--- src/rtl/gpio_port_pkg.sv ---
package gpio_port_pkg;
  localparam int PORT_W = 8;
  localparam int IDX_W = $clog2(PORT_W);
  localparam int ADDR_W = 2;

  localparam logic [ADDR_W-1:0] ADDR_PIN = 2'd0;
  localparam logic [ADDR_W-1:0] ADDR_DIR = 2'd1;
  localparam logic [ADDR_W-1:0] ADDR_DAT = 2'd2;

  // Update strobes passed from the control decoder to the datapath.
  typedef struct packed {
    logic             wrDir;
    logic             wrDat;
    logic             setDir;
    logic             clrDir;
    logic             setDat;
    logic             clrDat;
    logic [IDX_W-1:0] bitIdx;
  } portStrb_t;
endpackage

--- src/rtl/gpio_port_ctl.sv ---
module gpio_port_ctl
  import gpio_port_pkg::*;
(
  input  logic              busWr,
  input  logic [ADDR_W-1:0] busAddr,
  input  logic              bitSet,
  input  logic              bitClr,
  input  logic              bitSel,
  input  logic [IDX_W-1:0]  bitIdx,
  output portStrb_t         strb
);
  logic hitDir, hitDat;
  logic selDir, selDat;

  always_comb begin
    hitDir = busWr && (busAddr == ADDR_DIR);
    hitDat = busWr && (busAddr == ADDR_DAT);
    selDir = !bitSel;
    selDat = bitSel;

    strb.wrDir  = hitDir;
    strb.wrDat  = hitDat;
    // A word write to the same register drops the bit strobe; clear beats set.
    strb.clrDir = bitClr && selDir && !hitDir;
    strb.setDir = bitSet && !bitClr && selDir && !hitDir;
    strb.clrDat = bitClr && selDat && !hitDat;
    strb.setDat = bitSet && !bitClr && selDat && !hitDat;
    strb.bitIdx = bitIdx;
  end
endmodule

--- src/rtl/gpio_port_sync.sv ---
module gpio_port_sync #(
  parameter int W = 8
) (
  input  logic         clk,
  input  logic         rstN,
  input  logic [W-1:0] rawIn,
  output logic [W-1:0] syncOut
);
  // The first stage holds what the input showed at the falling edge, which is
  // what a latch open during the high phase would still hold at the next rise.
  logic [W-1:0] holdQ;

  always_ff @(negedge clk or negedge rstN) begin
    if (!rstN) holdQ <= '0;
    else       holdQ <= rawIn;
  end

  always_ff @(posedge clk or negedge rstN) begin
    if (!rstN) syncOut <= '0;
    else       syncOut <= holdQ;
  end
endmodule

--- src/rtl/gpio_port_dp.sv ---
module gpio_port_dp
  import gpio_port_pkg::*;
(
  input  logic              clk,
  input  logic              rstN,
  input  portStrb_t         strb,
  input  logic [PORT_W-1:0] busWdata,
  input  logic              busRd,
  input  logic [ADDR_W-1:0] busAddr,
  output logic [PORT_W-1:0] busRdata,
  input  logic              pullDisable,
  input  logic              sleepReq,
  input  logic [PORT_W-1:0] irqEn,
  input  logic [PORT_W-1:0] padIn,
  output logic [PORT_W-1:0] padOe,
  output logic [PORT_W-1:0] padOut,
  output logic [PORT_W-1:0] padPullEn
);
  logic [PORT_W-1:0] dirQ, datQ, dirD, datD;
  logic [PORT_W-1:0] gatedIn, pinQ;

  for (genvar i = 0; i < PORT_W; i++) begin : g_bit
    logic hit;
    assign hit = (strb.bitIdx == IDX_W'(i));

    always_comb begin
      if (strb.wrDir)              dirD[i] = busWdata[i];
      else if (hit && strb.clrDir) dirD[i] = 1'b0;
      else if (hit && strb.setDir) dirD[i] = 1'b1;
      else                         dirD[i] = dirQ[i];

      if (strb.wrDat)              datD[i] = busWdata[i];
      else if (hit && strb.clrDat) datD[i] = 1'b0;
      else if (hit && strb.setDat) datD[i] = 1'b1;
      else                         datD[i] = datQ[i];
    end

    assign gatedIn[i] = padIn[i] & ~(sleepReq & ~irqEn[i]);
  end

  always_ff @(posedge clk or negedge rstN) begin
    if (!rstN) begin
      dirQ <= '0;
      datQ <= '0;
    end else begin
      dirQ <= dirD;
      datQ <= datD;
    end
  end

  gpio_port_sync #(.W(PORT_W)) u_sync (
    .clk    (clk),
    .rstN   (rstN),
    .rawIn  (gatedIn),
    .syncOut(pinQ)
  );

  assign padOe     = dirQ;
  assign padOut    = datQ;
  assign padPullEn = ~dirQ & datQ & {PORT_W{~pullDisable}};

  always_comb begin
    busRdata = '0;
    if (busRd) begin
      unique case (busAddr)
        ADDR_PIN: busRdata = pinQ;
        ADDR_DIR: busRdata = dirQ;
        ADDR_DAT: busRdata = datQ;
        default:  busRdata = '0;
      endcase
    end
  end

  AST_NO_PULL_ON_OUTPUT: assert property (@(posedge clk) disable iff (!rstN)
    (padOe & padPullEn) == '0);

  AST_SINGLE_BIT_DIR: assert property (@(posedge clk) disable iff (!rstN)
    (strb.setDir || strb.clrDir) |=> $countones(dirQ ^ $past(dirQ)) <= 1);

  AST_SINGLE_BIT_DAT: assert property (@(posedge clk) disable iff (!rstN)
    (strb.setDat || strb.clrDat) |=> $countones(datQ ^ $past(datQ)) <= 1);

  AST_WORD_WINS_DIR: assert property (@(posedge clk) disable iff (!rstN)
    strb.wrDir |=> padOe == $past(busWdata));
endmodule

--- src/rtl/gpio_port_ctrl.sv ---
module gpio_port_ctrl
  import gpio_port_pkg::*;
(
  input  logic              clk,
  input  logic              rstN,
  input  logic [ADDR_W-1:0] busAddr,
  input  logic              busRd,
  input  logic              busWr,
  input  logic [PORT_W-1:0] busWdata,
  output logic [PORT_W-1:0] busRdata,
  input  logic              bitSet,
  input  logic              bitClr,
  input  logic              bitSel,
  input  logic [IDX_W-1:0]  bitIdx,
  input  logic              pullDisable,
  input  logic              sleepReq,
  input  logic [PORT_W-1:0] irqEn,
  input  logic [PORT_W-1:0] padIn,
  output logic [PORT_W-1:0] padOe,
  output logic [PORT_W-1:0] padOut,
  output logic [PORT_W-1:0] padPullEn
);
  portStrb_t strb;

  gpio_port_ctl u_ctl (
    .busWr  (busWr),
    .busAddr(busAddr),
    .bitSet (bitSet),
    .bitClr (bitClr),
    .bitSel (bitSel),
    .bitIdx (bitIdx),
    .strb   (strb)
  );

  gpio_port_dp u_dp (
    .clk        (clk),
    .rstN       (rstN),
    .strb       (strb),
    .busWdata   (busWdata),
    .busRd      (busRd),
    .busAddr    (busAddr),
    .busRdata   (busRdata),
    .pullDisable(pullDisable),
    .sleepReq   (sleepReq),
    .irqEn      (irqEn),
    .padIn      (padIn),
    .padOe      (padOe),
    .padOut     (padOut),
    .padPullEn  (padPullEn)
  );

  AST_PIN_ADDR_WRITE_IGNORED: assert property (@(posedge clk) disable iff (!rstN)
    (busWr && (busAddr == ADDR_PIN || busAddr == 2'd3) && !bitSet && !bitClr)
      |=> ($stable(padOe) && $stable(padOut)));

  AST_DIR_WRITE_TO_OE: assert property (@(posedge clk) disable iff (!rstN)
    (busWr && busAddr == ADDR_DIR) |=> padOe == $past(busWdata));
endmodule

--- config.mk ---
export PLATFORM = sky130hd
export DESIGN_NAME = gpio_port_ctrl
export DESIGN_NICKNAME = d
export VERILOG_FILES = /design/src/rtl/gpio_port_pkg.sv /design/src/rtl/gpio_port_ctl.sv /design/src/rtl/gpio_port_sync.sv /design/src/rtl/gpio_port_dp.sv /design/src/rtl/gpio_port_ctrl.sv
export SDC_FILE = /design/constraint.sdc
export NUM_CORES = 1
export LEC_CHECK = 0
export ABC_CLOCK_PERIOD_IN_PS = 1800
export BUFFER_PORTS_ARGS = -buffer_cell sky130_fd_sc_hd__buf_4
export CAP_MARGIN = 20
export CORE_UTILIZATION = 30
export CTS_CLUSTER_SIZE = 40
export DETAILED_ROUTE_END_ITERATION = 8
export HOLD_SLACK_MARGIN = 0.12
export PLACE_DENSITY_LB_ADDON = 0.15
export SYNTH_ARGS = -nofsm -noshare
export SYNTH_HDL_FRONTEND = slang
export SYNTH_SLANG_ARGS = --single-unit
--- constraint.sdc ---
create_clock -name clk -period 1.8 [get_ports clk]
set_input_delay 0.36 -clock clk [delete_from_list [all_inputs] [get_ports clk]]
set_output_delay 0.36 -clock clk [all_outputs]
set_load 0.03 [all_outputs]
==> results of run 1 <==
==> cell usage after synthesis <==
cell type | number | area share [%]
buf_6 | 5 | 3.4
a211oi_1 | 16 | 7.2
buf_4 | 1 | 0.45
nor3b_4 | 1 | 1.1
clkbuf_1 | 2 | 0.45
nor3b_2 | 1 | 0.75
inv_1 | 16 | 3.6
nor2b_1 | 1 | 0.38
dfrtp_1 | 24 | 36
nand2_1 | 4 | 0.90
nor3_1 | 1 | 0.30
nor3b_1 | 11 | 5.0
a221oi_1 | 16 | 8.4
and2_1 | 5 | 1.9
and3b_1 | 6 | 3.2
o2bb2ai_1 | 5 | 2.6
or2_2 | 3 | 1.1
and3_1 | 1 | 0.38
clkbuf_2 | 1 | 0.30
nor2_2 | 1 | 0.38
a21boi_0 | 11 | 5.0
dfrtn_1 | 8 | 12
mux2i_1 | 8 | 4.8
==> cell families after synthesis <==
group	Yosys count
compound gates	48
mux	8
buf+inv	25
simple gates	35
flops	32
==> power by group <==
group,leakage (nW),internal [W],switching [W]
sequential,0.378,0.000814,0.000100
combinational,0.696,0.000323,0.000415
clock,0.0410,0.000262,0.000252
==> sequential cells by signal, summed over array words and instances, names as in the netlist <==
signal	flops
u_dp.u_sync.holdQ	8
u_dp.u_sync.syncOut	8
u_dp.padOe	8
u_dp.padOut	8
==> path summary, 6_finish.rpt <==
check | startpoint | end | slack, ps | cells after the start
worst max-delay path | u_dp.padOut[6]$_DFFE_PN0P_ | busRdata[6] | 70 | 4
worst min-delay path | busWdata[5] | u_dp.padOe[5]$_DFFE_PN0P_ | 360 | 3
worst max register to register | u_dp.u_sync.holdQ[2]$_DFF_NN0_ | u_dp.u_sync.syncOut[2]$_DFF_PN0_ | 430 | 0
worst min register to register | u_dp.padOut[7]$_DFFE_PN0P_ | u_dp.padOut[7]$_DFFE_PN0P_ | 710 | 2
max in group asynchronous | rstN | u_dp.u_sync.holdQ[5]$_DFF_NN0_ | 380 | 2
min in group asynchronous | rstN | u_dp.u_sync.syncOut[5]$_DFF_PN0_ | 450 | 2
==> layout by cell type, fill, tap and decap left out, types with 2 or more instances in the layout <==
cell       instances
dfrtp_1           24
a221oi_1          16
clkbuf_8           5
inv_1             16
dfrtn_1            8
or2_2              3
and2_1             5
mux2i_1            8
buf_4             77
nand2_1            4
and3b_1            6
a21boi_1           2
o2bb2ai_1          5
a211oi_1          16
a21boi_0           8
nor3b_1           11
==> stage by stage <==
stage | utilization [%] | instance area [um2] | cells | power [W]
floorplan | - | 1660 | 148 | 0.00132
global route | 45.0 | 2340 | 294 | 0.00228
CTS | 44.6 | 2320 | 292 | 0.00217
detailed placement | 42.9 | 2230 | 284 | 0.00165
finish | 45.0 | 2340 | 294 | 0.00217
global placement | 42.9 | 2230 | 284 | 0.00163
==> final cells by class <==
type                    instances  area [um2]  share of cell area, %
flip-flops and latches         32         801                   34.2
multi-input cells              91         726                   31.0
repair buffers                 78         588                   25.1
well taps                      70        87.6                   3.74
clock buffers                   6        72.6                   3.10
inverters                      16        60.1                   2.57
clock inverters                 1        5.00                  0.214
==> metal layers <==
metal	wire length [um]	share of wire (%)	track usage, %
met3	274	5.8	4.55
met4	59	1.2	5.77
met2	2370	50	28.7
met1	2060	43	21.7
met5	0	0	0
==> what timing repair did <==
item | in CTS | in global routing
gates resized for setup | 0 | 1
endpoints found under the setup margin | 0 | 2
hold endpoints to repair | 4 | 0
buffers inserted | 0 | 2
hold buffers | 1 | 0
==> metrics, run 1 <==
leakage power=1.11 nW; DRT Pass-1 Iters=4; Routed WL=4760 um; area of the core=5200 um2; Worst Slack Setup Final=68.3 ps; Simple-Gate Fraction of Synth Area=15.4%; vias=1500; CTS tree=done; layout cells sized above 1=40.2%; die area=5830 um2; worst-margin pin slew=518 ps; multiplexer share of the synthesized area=4.83%; post-synthesis compound-gate area fraction=23.3%; crit path DAT=1370 ps; antenna viol nets, final=0; CP cell instances=mux2i_1 > or2_2 > a21boi_2 > buf_4; chip height=76.4 um; Ports=70; largest family of logic cells by synthesized area=compound AO/OA/AOI/OAI gates; crit path kind=reg -> out; Rows=26; status=complete, no violations; pwr dens=925 nW/um2; Worst-Skew Late Latency=290 ps; setup violators final=0; overall global routing resource usage=17.3%; Clock Sinks=32; post-synth net total=186; Max-slew headroom=65.4%; CTS buffer count=5; wire length per cell=16.2 um; initial drt markers=94; CP max FO=4; Fillers=528; Synth Warn #=0; Synth Cell Area=1660 um2; xor and xnor area share after synthesis=0%; Crit path required time=1440 ps; initial antenna violation count=0; WHS=363 ps; Synth cell types=23; first-pass GRT wire length=7810 um; f_max=577 MHz; Hold Violations, Final=0; Synth Instances=148; Post-DP HPWL=3580 um; FF+latch count, synth=32; number of remaining DRC errors=0; max_cap viols=0; layout net count=262; width of the die=76.4 um; Post-Synth Adder-Cell Area=0%; kind of cell adding the most delay to the critical path=flip-flops; Clock transition at path regs=60 ps; H-tree lvl count=2; final period utilization=96.2%; CP max stage cell=dfrtp_1; Setup crit start kind=register; min-delay worst type=in -> reg; sequential share of the synthesized area=48.3%; Fin Setup TNS=0 ps; largest net degree at the start of global routing=21; vias in the first global route=1525; clk root buf=clkbuf_8; DP Worst Slack=121 ps; max-slew violations=0; syn_area_per_cell=11.2 um2; Initial Utilization=31.9%; Worst setup EP type=output pin; vias per cell=5.10; CTS Buffer Depth=2; routability congestion estimate=0.742; slowest stage delay, CP=420 ps; Peak VDD IR=467 uV; minimum clock period after layout=1730 ps; Final Skew=11.8 ps; Area Growth Syn to Fin=41.0%; Antenna Cells=0; number of port buffers=69; buffers plus inverters on the worst setup path=1; GRT Residual Overflow=0; RSZ-0062 raised after global routing=no
Power figures use the tool's default switching activity.
==> inputs of run 2 (changes only) <==
Settings changed: CTS_BUF_LIST set to sky130_fd_sc_hd__clkbuf_16.
==> run 2 against run 1 <==
Effect of this change:
- sequential share of layout area decreased by 0.59 points
- clock power grew 51%
- count of clock-buffer cells in the layout shrank 1
- critical path type unchanged
- critical endpoint unchanged
- largest power group unchanged
==> metrics, run 2 (same netlist as run 1, synthesis figures left out) <==
slowest stage delay, CP=410 ps (about the same); post-CTS setup buffers=0 (unchanged); final core occ=45.7% (+0.79 points); DRT Pass-1 Iters=4 (unchanged); clk root buf=clkbuf_16; Peak VDD IR=571 uV (+22%); CTS tree=done; Hold Violations, Final=0 (unchanged); pwr dens=1010 nW/um2 (+9.5%); Antenna Cells=0 (unchanged); Clock transition at path regs=50 ps (about the same); CP max stage cell=dfrtp_1; layout net count=260 (-0.76%); crit path kind=reg -> out; max_cap viols=0 (unchanged); RSZ-0062 raised after global routing=no; initial drt markers=102 (+8.5%); setup violators final=0 (unchanged); layout cells sized above 1=39.6% (-0.54 points); vias=1478 (-1.5%); Final Skew=27.3 ps (+15.5 ps); max-slew violations=0 (unchanged); Worst-Skew Late Latency=300 ps (about the same); most common cell after layout, fill and taps aside=buf_4; number of remaining DRC errors=0 (unchanged); Initial Utilization=31.9% (unchanged); die area=5830 um2 (unchanged); kind of cell adding the most delay to the critical path=flip-flops; final period utilization=95.4% (-0.79 points); f_max=582 MHz (+0.83%); number of port buffers=69 (unchanged); crit path DAT=1360 ps (about the same); minimum clock period after layout=1720 ps (-14.3 ps); Routed WL=4780 um (+0.42%); Post-DP HPWL=3580 um (unchanged); WHS=375 ps (+12.5 ps); most frequent cells in the layout=75 x buf_4, 24 x dfrtp_1, 17 x inv_1, 16 x a211oi_1, 16 x a221oi_1; status=complete, no violations; CP cell instances=mux2i_1 > or2_2 > a21boi_2 > buf_4; placed cell areas=2230 um2 (unchanged); largest net degree at the start of global routing=21 (unchanged); CTS buffer count=5 (unchanged); wire length per cell=16.4 um (+1.1%); antenna viol nets, final=0 (unchanged); chip height=76.4 um (unchanged); H-tree lvl count=2 (unchanged); routability congestion estimate=0.742 (unchanged); Fin Setup TNS=0 ps (unchanged); Worst setup EP type=output pin; Max-slew headroom=65.3% (about the same); width of the die=76.4 um (unchanged); area of the core=5200 um2 (unchanged); final instance area=2380 um2 (+1.8%); first-pass GRT wire length=7860 um (+0.63%); GRT Residual Overflow=0 (unchanged); min-delay worst type=in -> reg; Rows=26 (unchanged); CP max FO=4 (unchanged); vias per cell=5.06 (-0.79%); Area Growth Syn to Fin=43.5%; overall global routing resource usage=17.5% (+0.20 points); Crit path required time=1440 ps (about the same); vias in the first global route=1533 (+0.52%); buffers plus inverters on the worst setup path=1 (unchanged); CTS Buffer Depth=2 (unchanged); Clock Sinks=32 (unchanged); leakage power=1.13 nW (+1.8%); Setup crit start kind=register; worst-margin pin slew=519 ps (+0.614 ps); Ports=70 (unchanged); initial antenna violation count=0 (unchanged)
[run 2: layer usage]
metal	vias up	wire length (um)	global-route usage, %
met2	53	2420	29.4
met5	-	0	0
met1	718	2040	21.7
met4	0	59	5.96
met3	6	261	4.55
li1	701	-	-
[run 2: per-stage QoR]
step / setup WS, ps / power (W) / instances
after CTS: 34.8 / 0.00244 / 292
after global placement: 160 / 0.00163 / 284
final: 82.6 / 0.00241 / 292
after detailed placement: 121 / 0.00165 / 284
after global routing: 12.2 / 0.00254 / 292
after floorplan: 22.4 / 0.00132 / 148
[run 2: worst paths after layout]
kind / from / slack, ps / to / cells after the start
setup / recovery: u_dp.padOut[6]$_DFFE_PN0P_ / 80 / busRdata[6] / 4
hold / removal: busWdata[5] / 380 / u_dp.padOe[5]$_DFFE_PN0P_ / 3
setup reg to reg: u_dp.u_sync.holdQ[2]$_DFF_NN0_ / 420 / u_dp.u_sync.syncOut[2]$_DFF_PN0_ / 0
hold reg to reg: u_dp.padOut[7]$_DFFE_PN0P_ / 710 / u_dp.padOut[7]$_DFFE_PN0P_ / 2
max in group asynchronous: rstN / 390 / u_dp.u_sync.holdQ[5]$_DFF_NN0_ / 2
min in group asynchronous: rstN / 460 / u_dp.u_sync.syncOut[6]$_DFF_PN0_ / 2
[run 2: power by group]
part / internal, W / total [W] / switching [W]
clock: 0.000495 / 0.000774 / 0.000278
sequential: 0.000815 / 0.000916 / 0.000101
combinational: 0.000313 / 0.000724 / 0.000411
total: 0.00162 / 0.00241 / 0.000790
[run 2: cell type report]
cell class                      count  area [um2]
Clock inverter                      2        8.76
Fill cell                         526        2820
Multi-Input combinational cell     91         726
Timing Repair Buffer               76         573
Clock buffer                        5         125
Tap cell                           70        87.6
Sequential cell                    32         801
Inverter                           16        60.1
[run 2: repair_timing]
action	in CTS	in global routing
endpoints found under the setup margin	0	1
hold buffers	1	0
resized for setup	0	1
hold endpoints to repair	4	0
==> inputs of run 3 (changes only) <==
Settings changed: RECOVER_POWER set to 100.
==> run 3 against run 2 <==
Effect of this change:
- first-iteration DRC count decreased by 2.9%
- clock skew about the same
- setup slack got worse by 0.60 ps
- worst hold slack improved by 1.5 ps
- final cell count unchanged
- sequential share of layout area increased by 1.7 points
- global-route usage unchanged
- power decreased by 3.7%
- count of clock-buffer cells in the layout unchanged
- highest routed layer unchanged
==> metrics, run 3 (same netlist as run 1, synthesis figures left out) <==
slowest stage delay, CP=400 ps (about the same); worst-margin pin slew=602 ps (+82.6 ps); setup violators final=0 (unchanged); Clock Sinks=32 (unchanged); DRT Pass-1 Iters=4 (unchanged); overall global routing resource usage=17.5% (unchanged); area of the core=5200 um2 (unchanged); first-pass GRT wire length=7860 um (unchanged); f_max=582 MHz (about the same); layout cells sized above 1=27.9% (-12 points); CP max stage cell=dfrtp_1; chip height=76.4 um (unchanged); Rows=26 (unchanged); initial drt markers=99 (-2.9%); Hold Violations, Final=0 (unchanged); RSZ-0062 raised after global routing=no; worst r2r src=u_dp.u_sync.holdQ[2]$_DFF_NN0_; Crit path required time=1440 ps (about the same); max_cap viols=0 (unchanged); wire length per cell=16.3 um (-0.36%); Ports=70 (unchanged); kind of cell adding the most delay to the critical path=flip-flops; Area Growth Syn to Fin=36.4%; Worst R2R End=u_dp.u_sync.syncOut[2]$_DFF_PN0_; die area=5830 um2 (unchanged); Critical Path Stages=4 (unchanged); max-slew violations=0 (unchanged); CTS Buffer Depth=2 (unchanged); min-delay worst type=in -> reg; post-CTS setup buffers=0 (unchanged); vias per cell=5.09 (+0.47%); number of port buffers=69 (unchanged); Max-slew headroom=59.7% (-5.6 points); Worst-Skew Late Latency=290 ps (about the same); CP max FO=4 (unchanged); layout net count=260 (unchanged); width of the die=76.4 um (unchanged); Routed WL=4770 um (-0.36%); Sequential Area=801 um2 (unchanged); CTS tree=done; Antenna Cells=0 (unchanged); buffers plus inverters on the worst setup path=1 (unchanged); vias in the first global route=1533 (unchanged); crit path capture=busRdata[7]; number of remaining DRC errors=0 (unchanged); crit path DAT=1360 ps (about the same); routability congestion estimate=0.742 (unchanged); Post-DP HPWL=3580 um (unchanged); CP cell instances=mux2i_1 > or2_2 > a21boi_1 > buf_2; Fin Setup TNS=0 ps (unchanged); final period utilization=95.4% (about the same); vias=1485 (+0.47%); minimum clock period after layout=1720 ps (+0.599 ps); Final Skew=27.1 ps (-0.134 ps); H-tree lvl count=2 (unchanged); Setup crit start kind=register; pwr dens=1030 nW/um2 (+1.3%); leakage power=1.04 nW (-8.7%); multi-input logic area=717 um2 (-1.2%); CTS buffer count=5 (unchanged); clk root buf=clkbuf_16; status=complete, no violations; Worst setup EP type=output pin; CP startpoint=u_dp.padOut[7]$_DFFE_PN0P_; largest net degree at the start of global routing=21 (unchanged); reg2reg setup slack=420 ps (about the same); crit path kind=reg -> out; Peak VDD IR=529 uV (-7.3%); most frequent cells in the layout=40 x buf_4, 25 x clkbuf_1, 24 x dfrtp_1, 17 x inv_1; initial antenna violation count=0 (unchanged); worst reg2reg path depth=0 (unchanged); Clock transition at path regs=50 ps (about the same); most common cell after layout, fill and taps aside=buf_4; antenna viol nets, final=0 (unchanged); final core occ=43.5% (-2.3 points); Fillers=550 (+4.6%); Initial Utilization=31.9% (unchanged); GRT Residual Overflow=0 (unchanged)
## run 3: worst min path at each step
stage | slack (ps) | cells after the start | to | start
6_report | 380 | 3 | u_dp.padOut[5]$_DFFE_PN0P_ | busWdata[5]
5_1_grt | 390 | 3 | u_dp.padOut[0]$_DFFE_PN0P_ | busWdata[0]
3_3_place_gp | 210 | 1 | u_dp.u_sync.syncOut[3]$_DFF_PN0_ | rstN
4_1_cts | 370 | 3 | u_dp.padOut[5]$_DFFE_PN0P_ | busWdata[5]
2_1_floorplan | 60 | 0 | u_dp.padOe[0]$_DFFE_PN0P_ | rstN
3_5_place_dp | 210 | 1 | u_dp.u_sync.syncOut[6]$_DFF_PN0_ | rstN
## run 3: through the flow
step                power (W)  cell area [um2]  std cells  worst slack [ps]  hold slack (ps)
finish                0.00232             2260        292              82.0              377
global route          0.00245             2260        292              16.1              387
CTS                   0.00244             2380        292              34.8              374
detailed placement    0.00165             2230        284               121              212
global placement      0.00163             2230        284               160              209
floorplan             0.00132             1660        148              22.4             64.4
## run 3: metal layers
| metal | vias up | share of wire (%) | track usage [%] |
|---|---|---|---|
| met3 | 6 | 5.3 | 4.55 |
| met2 | 53 | 50 | 29.4 |
| li1 | 704 | - | - |
| met4 | 0 | 1.2 | 5.96 |
| met1 | 722 | 43 | 21.7 |
| met5 | - | 0 | 0 |
## run 3: where the power goes
part           internal, W  leakage (nW)  switching, W
Sequential        0.000815         0.378     0.0000990
Clock             0.000495        0.0709      0.000276
Combinational     0.000229         0.588      0.000410
## run 3: timing repair
item / CTS / global route
endpoints found under the hold margin: 4 / 0
resized for setup: 0 / 1
setup endpoints to repair: 0 / 1
hold buffers: 1 / 0
## run 3: final cells by class
class / instances / share of cell area [%]
Inverter: 16 / 2.65
Clock inverter: 2 / 0.387
Sequential cell: 32 / 35.4
Tap cell: 70 / 3.87
Multi-Input combinational cell: 91 / 31.7
Clock buffer: 5 / 5.53
Timing Repair Buffer: 76 / 20.5
